**src/rtl/rt_pkg.sv**
```systemverilog
// Package: shared types and helpers for the reaction timer.
// Assumes: seven-segment patterns are active-high, bit 0 = segment a.
package rt_pkg;

    // Control phases of a measurement
    typedef enum logic [1:0] {
        PH_IDLE = 2'd0,   // reset held: everything cleared
        PH_WAIT = 2'd1,   // counting down the programmed delay
        PH_RUN  = 2'd2,   // LED on, counting milliseconds
        PH_HALT = 2'd3    // count frozen until the next reset press
    } rt_phase_t;

    // Decode one BCD digit into its seven-segment pattern (g..a)
    function automatic logic [6:0] seg7_of(input logic [3:0] d);
        logic [6:0] p;
        case (d)
            4'd0:    p = 7'h3F;
            4'd1:    p = 7'h06;
            4'd2:    p = 7'h5B;
            4'd3:    p = 7'h4F;
            4'd4:    p = 7'h66;
            4'd5:    p = 7'h6D;
            4'd6:    p = 7'h7D;
            4'd7:    p = 7'h07;
            4'd8:    p = 7'h7F;
            4'd9:    p = 7'h6F;
            default: p = 7'h40;   // dash for codes that are not BCD
        endcase
        return p;
    endfunction

endpackage

```
**src/rtl/rt_sync.sv**
```systemverilog
// Module: rt_sync
// Multi-stage synchronizer for a bundle of slow asynchronous inputs.
// Assumes: the inputs are independent, level-type signals (pushbuttons);
// no bus coherency is implied across bits. Reset loads RESET_VAL.
module rt_sync #(
    parameter int          WIDTH     = 2,
    parameter int          STAGES    = 2,
    parameter logic [WIDTH-1:0] RESET_VAL = '1
) (
    input  logic             clk,
    input  logic             rst_n,
    input  logic [WIDTH-1:0] async_in,
    output logic [WIDTH-1:0] sync_out
);

    logic [WIDTH-1:0] stage_q [STAGES];

    generate
        for (genvar s = 0; s < STAGES; s++) begin : g_stage
            if (s == 0) begin : g_first
                // First stage: capture the asynchronous level
                always_ff @(posedge clk) begin
                    if (!rst_n) stage_q[0] <= RESET_VAL;
                    else        stage_q[0] <= async_in;
                end
            end else begin : g_next
                // Later stages: let a metastable value settle
                always_ff @(posedge clk) begin
                    if (!rst_n) stage_q[s] <= RESET_VAL;
                    else        stage_q[s] <= stage_q[s-1];
                end
            end
        end
    endgenerate

    assign sync_out = stage_q[STAGES-1];

endmodule

```
**src/rtl/rt_prescaler.sv**
```systemverilog
// Module: rt_prescaler
// Divides the system clock into a one-cycle enable pulse every DIV cycles.
// Assumes: clr holds the divider at zero, so the first pulse after clr
// drops comes DIV cycles later.
module rt_prescaler #(
    parameter int DIV = 50000
) (
    input  logic clk,
    input  logic rst_n,
    input  logic clr,
    output logic tick
);

    localparam int CW = (DIV > 1) ? $clog2(DIV) : 1;
    localparam logic [CW-1:0] LAST = CW'(DIV - 1);

    logic [CW-1:0] cnt_q;

    assign tick = (cnt_q == LAST);

    // Cycle counter that wraps on the tick
    always_ff @(posedge clk) begin
        if (!rst_n || clr) cnt_q <= '0;
        else if (tick)     cnt_q <= '0;
        else               cnt_q <= cnt_q + 1'b1;
    end

    generate
        if (DIV > 1) begin : g_chk
            // the millisecond enable never lasts two cycles
            assert_tick_single_R4: assert property (@(posedge clk) disable iff (!rst_n)
                tick |=> !tick);
            // a cleared divider cannot tick on the next cycle
            assert_clr_restarts_R2: assert property (@(posedge clk) disable iff (!rst_n)
                clr |=> !tick);
        end
    endgenerate

endmodule

```
**src/rtl/rt_bcd_counter.sv**
```systemverilog
// Module: rt_bcd_counter
// Cascaded BCD up-counter with saturation at all nines.
// Assumes: step is a one-cycle enable; clr has priority over step.
module rt_bcd_counter #(
    parameter int DIGITS = 4
) (
    input  logic                  clk,
    input  logic                  rst_n,
    input  logic                  clr,
    input  logic                  step,
    output logic [4*DIGITS-1:0]   value
);

    logic [3:0]      dig_q [DIGITS];
    logic [DIGITS:0] carry;
    logic            all_nine;

    // Saturation detect: every digit already at 9
    always_comb begin
        all_nine = 1'b1;
        for (int i = 0; i < DIGITS; i++) begin
            if (dig_q[i] != 4'd9) all_nine = 1'b0;
        end
    end

    assign carry[0] = step && !all_nine;

    generate
        for (genvar i = 0; i < DIGITS; i++) begin : g_digit
            assign carry[i+1] = carry[i] && (dig_q[i] == 4'd9);

            // One decade: advance on carry-in, wrap 9 to 0
            always_ff @(posedge clk) begin
                if (!rst_n || clr)       dig_q[i] <= 4'd0;
                else if (carry[i])       dig_q[i] <= (dig_q[i] == 4'd9) ? 4'd0 : dig_q[i] + 4'd1;
            end

            assign value[4*i +: 4] = dig_q[i];

            // a digit never leaves the decimal range
            assert_digit_decimal_R4: assert property (@(posedge clk) disable iff (!rst_n)
                dig_q[i] <= 4'd9);
        end
    endgenerate

    // once all nines, the count holds until cleared
    assert_saturate_hold_R8: assert property (@(posedge clk) disable iff (!rst_n)
        (all_nine && !clr) |=> $stable(value));

    // without a step the count does not move
    assert_no_step_stable_R6: assert property (@(posedge clk) disable iff (!rst_n)
        (!step && !clr) |=> $stable(value));

endmodule

```
**src/rtl/rt_seg_bank.sv**
```systemverilog
// Module: rt_seg_bank
// Converts a row of BCD digits into seven-segment patterns, one per digit.
// Assumes: purely combinational; patterns are active-high.
module rt_seg_bank
    import rt_pkg::*;
#(
    parameter int DIGITS = 4
) (
    input  logic [4*DIGITS-1:0] bcd,
    output logic [7*DIGITS-1:0] seg
);

    generate
        for (genvar i = 0; i < DIGITS; i++) begin : g_seg
            assign seg[7*i +: 7] = seg7_of(bcd[4*i +: 4]);
        end
    endgenerate

endmodule

```
**src/rtl/rt_ctrl.sv**
```systemverilog
// Module: rt_ctrl
// Phase sequencer: idle, programmed wait, run, halt.
// Assumes: reset_req and stop_req are synchronized, active-high levels;
// tick is the one-cycle millisecond enable. A reset request wins over all.
module rt_ctrl
    import rt_pkg::*;
#(
    parameter int DELAY_W = 8
) (
    input  logic               clk,
    input  logic               rst_n,
    input  logic               reset_req,
    input  logic               stop_req,
    input  logic               tick,
    input  logic [DELAY_W-1:0] delay,
    output logic               led,
    output logic               clear,
    output logic               count_en
);

    rt_phase_t          phase_q, phase_d;
    logic [DELAY_W-1:0] remain_q;
    logic               wait_done;

    // A setting of 0 or 1 both end at the first tick
    assign wait_done = tick && (remain_q <= DELAY_W'(1));

    // Next-phase selection
    always_comb begin
        phase_d = phase_q;
        case (phase_q)
            PH_IDLE: if (!reset_req) phase_d = PH_WAIT;
            PH_WAIT: if (wait_done)  phase_d = PH_RUN;
            PH_RUN:  if (stop_req)   phase_d = PH_HALT;
            PH_HALT: phase_d = PH_HALT;
            default: phase_d = PH_IDLE;
        endcase
        if (reset_req) phase_d = PH_IDLE;
    end

    // Phase register
    always_ff @(posedge clk) begin
        if (!rst_n) phase_q <= PH_IDLE;
        else        phase_q <= phase_d;
    end

    // Delay countdown: loaded while idle, one step per millisecond in wait
    always_ff @(posedge clk) begin
        if (!rst_n)                                   remain_q <= '0;
        else if (phase_q == PH_IDLE)                  remain_q <= delay;
        else if (phase_q == PH_WAIT && tick && remain_q != '0)
                                                      remain_q <= remain_q - 1'b1;
    end

    assign led      = (phase_q == PH_RUN);
    assign count_en = (phase_q == PH_RUN);
    assign clear    = (phase_q == PH_IDLE);

    // a reset request always lands in idle
    assert_reset_to_idle_R1: assert property (@(posedge clk) disable iff (!rst_n)
        reset_req |=> (phase_q == PH_IDLE));
    // stop during the wait cannot reach the halt phase
    assert_stop_ignored_wait_R7: assert property (@(posedge clk) disable iff (!rst_n)
        (phase_q == PH_WAIT && !reset_req) |=> (phase_q != PH_HALT));
    // stop while running halts on the next cycle
    assert_stop_halts_run_R5: assert property (@(posedge clk) disable iff (!rst_n)
        (phase_q == PH_RUN && stop_req && !reset_req) |=> (phase_q == PH_HALT));
    // the halt phase is left only through a reset request
    assert_halt_holds_R6: assert property (@(posedge clk) disable iff (!rst_n)
        (phase_q == PH_HALT && !reset_req) |=> (phase_q == PH_HALT));
    // the countdown moves only on a tick
    assert_wait_steps_on_tick_R2: assert property (@(posedge clk) disable iff (!rst_n)
        (phase_q == PH_WAIT && !tick && !reset_req) |=> $stable(remain_q));

endmodule

```
**src/rtl/reaction_timer.sv**
```systemverilog
// Module: reaction_timer (top)
// Reaction timer: programmable wait, then an LED and a BCD millisecond
// count that a stop press freezes until the next reset press.
// Assumes: one clock; pushbuttons are active-low and asynchronous;
// CLK_PER_MS is the number of clock cycles in one millisecond.
module reaction_timer #(
    parameter int CLK_PER_MS  = 50000,
    parameter int DELAY_W     = 8,
    parameter int DIGITS      = 4,
    parameter int SYNC_STAGES = 2
) (
    input  logic                  clk,
    input  logic                  rst_n,
    input  logic                  btn_reset_n,
    input  logic                  btn_stop_n,
    input  logic [DELAY_W-1:0]    delay_ms,
    output logic                  led,
    output logic [4*DIGITS-1:0]   bcd_digits,
    output logic [7*DIGITS-1:0]   seg_out
);

    logic [1:0] btn_sync;
    logic       reset_req, stop_req;
    logic       ms_tick, clear, count_en;

    rt_sync #(
        .WIDTH     (2),
        .STAGES    (SYNC_STAGES),
        .RESET_VAL (2'b11)
    ) u_sync (
        .clk      (clk),
        .rst_n    (rst_n),
        .async_in ({btn_stop_n, btn_reset_n}),
        .sync_out (btn_sync)
    );

    assign reset_req = !btn_sync[0];
    assign stop_req  = !btn_sync[1];

    rt_prescaler #(.DIV(CLK_PER_MS)) u_prescaler (
        .clk   (clk),
        .rst_n (rst_n),
        .clr   (clear),
        .tick  (ms_tick)
    );

    rt_ctrl #(.DELAY_W(DELAY_W)) u_ctrl (
        .clk       (clk),
        .rst_n     (rst_n),
        .reset_req (reset_req),
        .stop_req  (stop_req),
        .tick      (ms_tick),
        .delay     (delay_ms),
        .led       (led),
        .clear     (clear),
        .count_en  (count_en)
    );

    rt_bcd_counter #(.DIGITS(DIGITS)) u_count (
        .clk   (clk),
        .rst_n (rst_n),
        .clr   (clear),
        .step  (count_en && ms_tick),
        .value (bcd_digits)
    );

    rt_seg_bank #(.DIGITS(DIGITS)) u_seg (
        .bcd (bcd_digits),
        .seg (seg_out)
    );

    // LED dark whenever the count is being cleared
    assert_idle_dark_R1: assert property (@(posedge clk) disable iff (!rst_n)
        clear |-> !led);

endmodule

```
**config.mk**
```make
export PLATFORM = sky130hd
export DESIGN_NAME = reaction_timer
export DESIGN_NICKNAME = d
export VERILOG_FILES = /design/src/rtl/rt_pkg.sv /design/src/rtl/rt_sync.sv /design/src/rtl/rt_prescaler.sv /design/src/rtl/rt_bcd_counter.sv /design/src/rtl/rt_seg_bank.sv /design/src/rtl/rt_ctrl.sv /design/src/rtl/reaction_timer.sv
export SDC_FILE = /design/constraint.sdc
export NUM_CORES = 1
export LEC_CHECK = 0
export BUFFER_PORTS_ARGS = -buffer_cell sky130_fd_sc_hd__buf_2
export CORE_MARGIN = 2
export CORE_UTILIZATION = 50
export CTS_CLUSTER_DIAMETER = 100
export DETAILED_ROUTE_END_ITERATION = 16
export PLACE_DENSITY = 0.8
export SYNTH_ARGS = -nofsm -noshare
export SYNTH_HDL_FRONTEND = slang
export SYNTH_SLANG_ARGS = --single-unit
```
**constraint.sdc**
```tcl
create_clock -name clk -period 2.2 [get_ports clk]
set_input_delay 0.44 -clock clk [delete_from_list [all_inputs] [get_ports clk]]
set_output_delay 0.44 -clock clk [all_outputs]
set_load 0.02 [all_outputs]
```
==> metrics.txt <==
CP Capture Type flip-flop; critical path launch point u_ctrl.remain_q[5]; post-route ant nets 0; GRT Total Usage 0.195; WP data required 2.41 ns; Root Driver clkbuf_8; Clk pwr share 0.285; number of CTS-inserted buffers 5; layout cell share with drive strength beyond 1 0.245; ant diodes 0; wl on met1 2780 um; Final Skew 0.00732 ns; final worst path period share 0.970; antenna violations before repair 0; I/O pins 57; fmax 469 MHz; commonest non-fill, non-tap cell in the layout buf_2; final setup TNS 0 ns; initial core utilization 0.508; slowest stage cell on the critical path or4_4; Crit path arrival time 2.34 ns; Slew Viols, Final 0; Logic pwr share 0.215; mapped cell area 2960 um2; DRT iter0 DRCs 158; status complete, no violations; R2R setup slack 0.07 ns; switching part of the total 0.300; Worst R2R Start u_ctrl.remain_q[5]; WL per Instance 12.4 um; TritonCTS clock tree yes; CORE AREA 5820 um2; Clock Latency Late Sink 0.31 ns; hold_sp btn_reset_n; largest net degree at the start of global routing 17; Bufs on Longest Clock Path 2; Peak VDD IR 0.288 mV; async set-reset flop share out of synthesis 0; Routed WL 6090 um; Die Area 6540 um2; post-synth cell types 48; H-tree levels 2; Port-buffer cells 56; slowest stage delay, CP 0.56 ns; min cycle time layout 2.13 ns; relative slew slack 0.697; Synthesized Nets 384; # setup viols final 0; critical path launch point type flip-flop; cell count after synthesis 339; RSZ-0062 raised after global routing no; die width 80.9 um; clock sink count 46; mean post-synth cell area 8.72 um2; Crit Path Max Fanout 4; vias 2600; post-synthesis sequential area ratio 0.366; number of global-route vias before repair 2403; internal power 1.32 mW; DR DRC count 0; DRT Pass-1 Iters 6; r2r endpoint u_ctrl.remain_q[7]; Max-Cap Viols 0; Die H 80.9 um; Layout Nets 461; clock-pin slew on the worst setup and hold paths 0.08 ns; commonest non-fill, non-tap cells in the layout buf_2 (56), nor2_1 (49), ha_1 (33); crit path kind flip-flop to flip-flop; ys flop type dfxtp_1; Rows 28; vias per cell 5.28; P_sw 567 uW; FF+latch count, synth 46; Layout area overhead 21.4%; Pwr Density 527 nW/um2; cells along the critical path or4_4 > or4b_4 > nand3_4 > mux2_2 > a21o_1; Critical Path End u_ctrl.remain_q[7]; worst slew pin tran 0.454 ns; leakage power 1.58 nW; Highest Signal Layer met4; EDFF count, synth 16; global-route wire length before repair 10100 um; number of synthesis warnings 0; GP Congestion 0.844; metal3 WL 249 um; Util after Layout 0.617; Worst Reg-to-Reg Cells 5; hpwl dp 4620 um; path category of the worst min-delay check input port to flip-flop; final hold violations 0; GRT overflow 0; sequential share of power 0.500; routed length on met2 2960 um
==> routing by layer <==
layer / global-route usage / up-vias
met2: 0.355 / 61
li1: - / 1320
met1: 0.228 / 1208
met3: 0.0378 / 11
met5: 0 / -
met4: 0.0695 / 0
==> per-stage QoR <==
step                      cell area (um2)  power (mW)  worst slack [ns]  std cells  hold WS, ns
after floorplan                      2960        1.23            0.0390        339        0.386
after global placement               3430        1.35            0.0656        477        0.398
after detailed placement             3430        1.36            0.0436        477        0.406
after CTS                            3520        1.89            0.0351        485        0.305
after global routing                 3590        1.98           0.00371        492        0.313
final                                3590        1.89            0.0658        492        0.309
==> worst max-delay path, delay by kind of cell (launching register included) <==
family / cells / cell delay, ns
simple gates: 3 / 1.22
flops: 1 / 0.33
mux: 1 / 0.33
compound gates: 1 / 0.17
==> power by group through the flow <==
stage          sequential [mW]  clock, mW  combinational, mW
2_1_floorplan            0.982          0              0.248
6_report                 0.945      0.538              0.406
5_1_grt                  0.952      0.575              0.448
4_1_cts                  0.947      0.550              0.398
3_5_place_dp             0.967          0              0.397
3_3_place_gp             0.964          0              0.386
==> what timing repair did <==
action                                  4_1_cts  5_1_grt
resized for setup                             0        4
endpoints found under the setup margin        0       23
setup buffers                                 0        7
hold buffers                                  0        0
==> how the worst min path moves through the flow <==
stage	endpoint	slack (ns)	depth (start not counted)
2_1_floorplan	u_sync.stage_q[1][0]	0.39	1
3_3_place_gp	u_ctrl.phase_q[0]	0.40	1
3_5_place_dp	u_ctrl.phase_q[0]	0.41	1
4_1_cts	u_sync.stage_q[0][0]	0.31	2
5_1_grt	u_sync.stage_q[0][0]	0.31	2
6_report	u_sync.stage_q[0][0]	0.31	2
==> layout make-up <==
class	instances	area [um2]
clock inverter	2	11.3
sequential	46	1080
multi-input combinational	258	1760
inverter	24	90.1
clock buffer	6	82.6
tap	75	93.8
timing repair buffer	81	468
fill	499	2230
==> state kept, by name, indices dropped and copies added (netlist names) <==
signal and count:
u_count.dig_q 16, u_ctrl.phase_q 2, u_ctrl.remain_q 8, u_prescaler.cnt_q 16, u_sync.stage_q 4
==> synth_stat cells (2+ instances only) <==
cell type,count,area (um2)
ha_1,33,413
nor2_1,50,188
o22ai_1,7,43.8
and2_1,2,12.5
o211ai_1,2,15.0
nand3_1,16,80.1
dfxtp_1,30,601
xor2_1,11,96.3
nor4bb_1,2,20.0
a22o_1,3,26.3
nand2_1,19,71.3
nand3b_1,5,37.5
edfxtp_1,16,480
o21ai_0,28,140
o221ai_1,3,26.3
nand2b_1,8,50.1
and4_1,3,26.3
a21o_1,2,15.0
clkbuf_1,9,33.8
nor3_1,2,10.0
or2_2,2,12.5
nand4_1,3,18.8
nor2b_1,4,25.0
and2_0,2,12.5
mux2i_1,4,40.0
and3_1,5,31.3
xnor2_1,13,114
a31o_2,2,17.5
a21oi_1,12,60.1
inv_1,23,86.3
==> kinds of logic after synthesis <==
logic type      count (synthesis)  share of synthesized area
fa+ha+maj                      33                      0.140
xor+xnor                       24                     0.0711
flops                          46                      0.366
buf+inv                        35                     0.0449
simple gates                  130                      0.226
compound gates                 66                      0.136
mux                             5                     0.0174
Note: power is estimated with default switching activity, not from simulation.
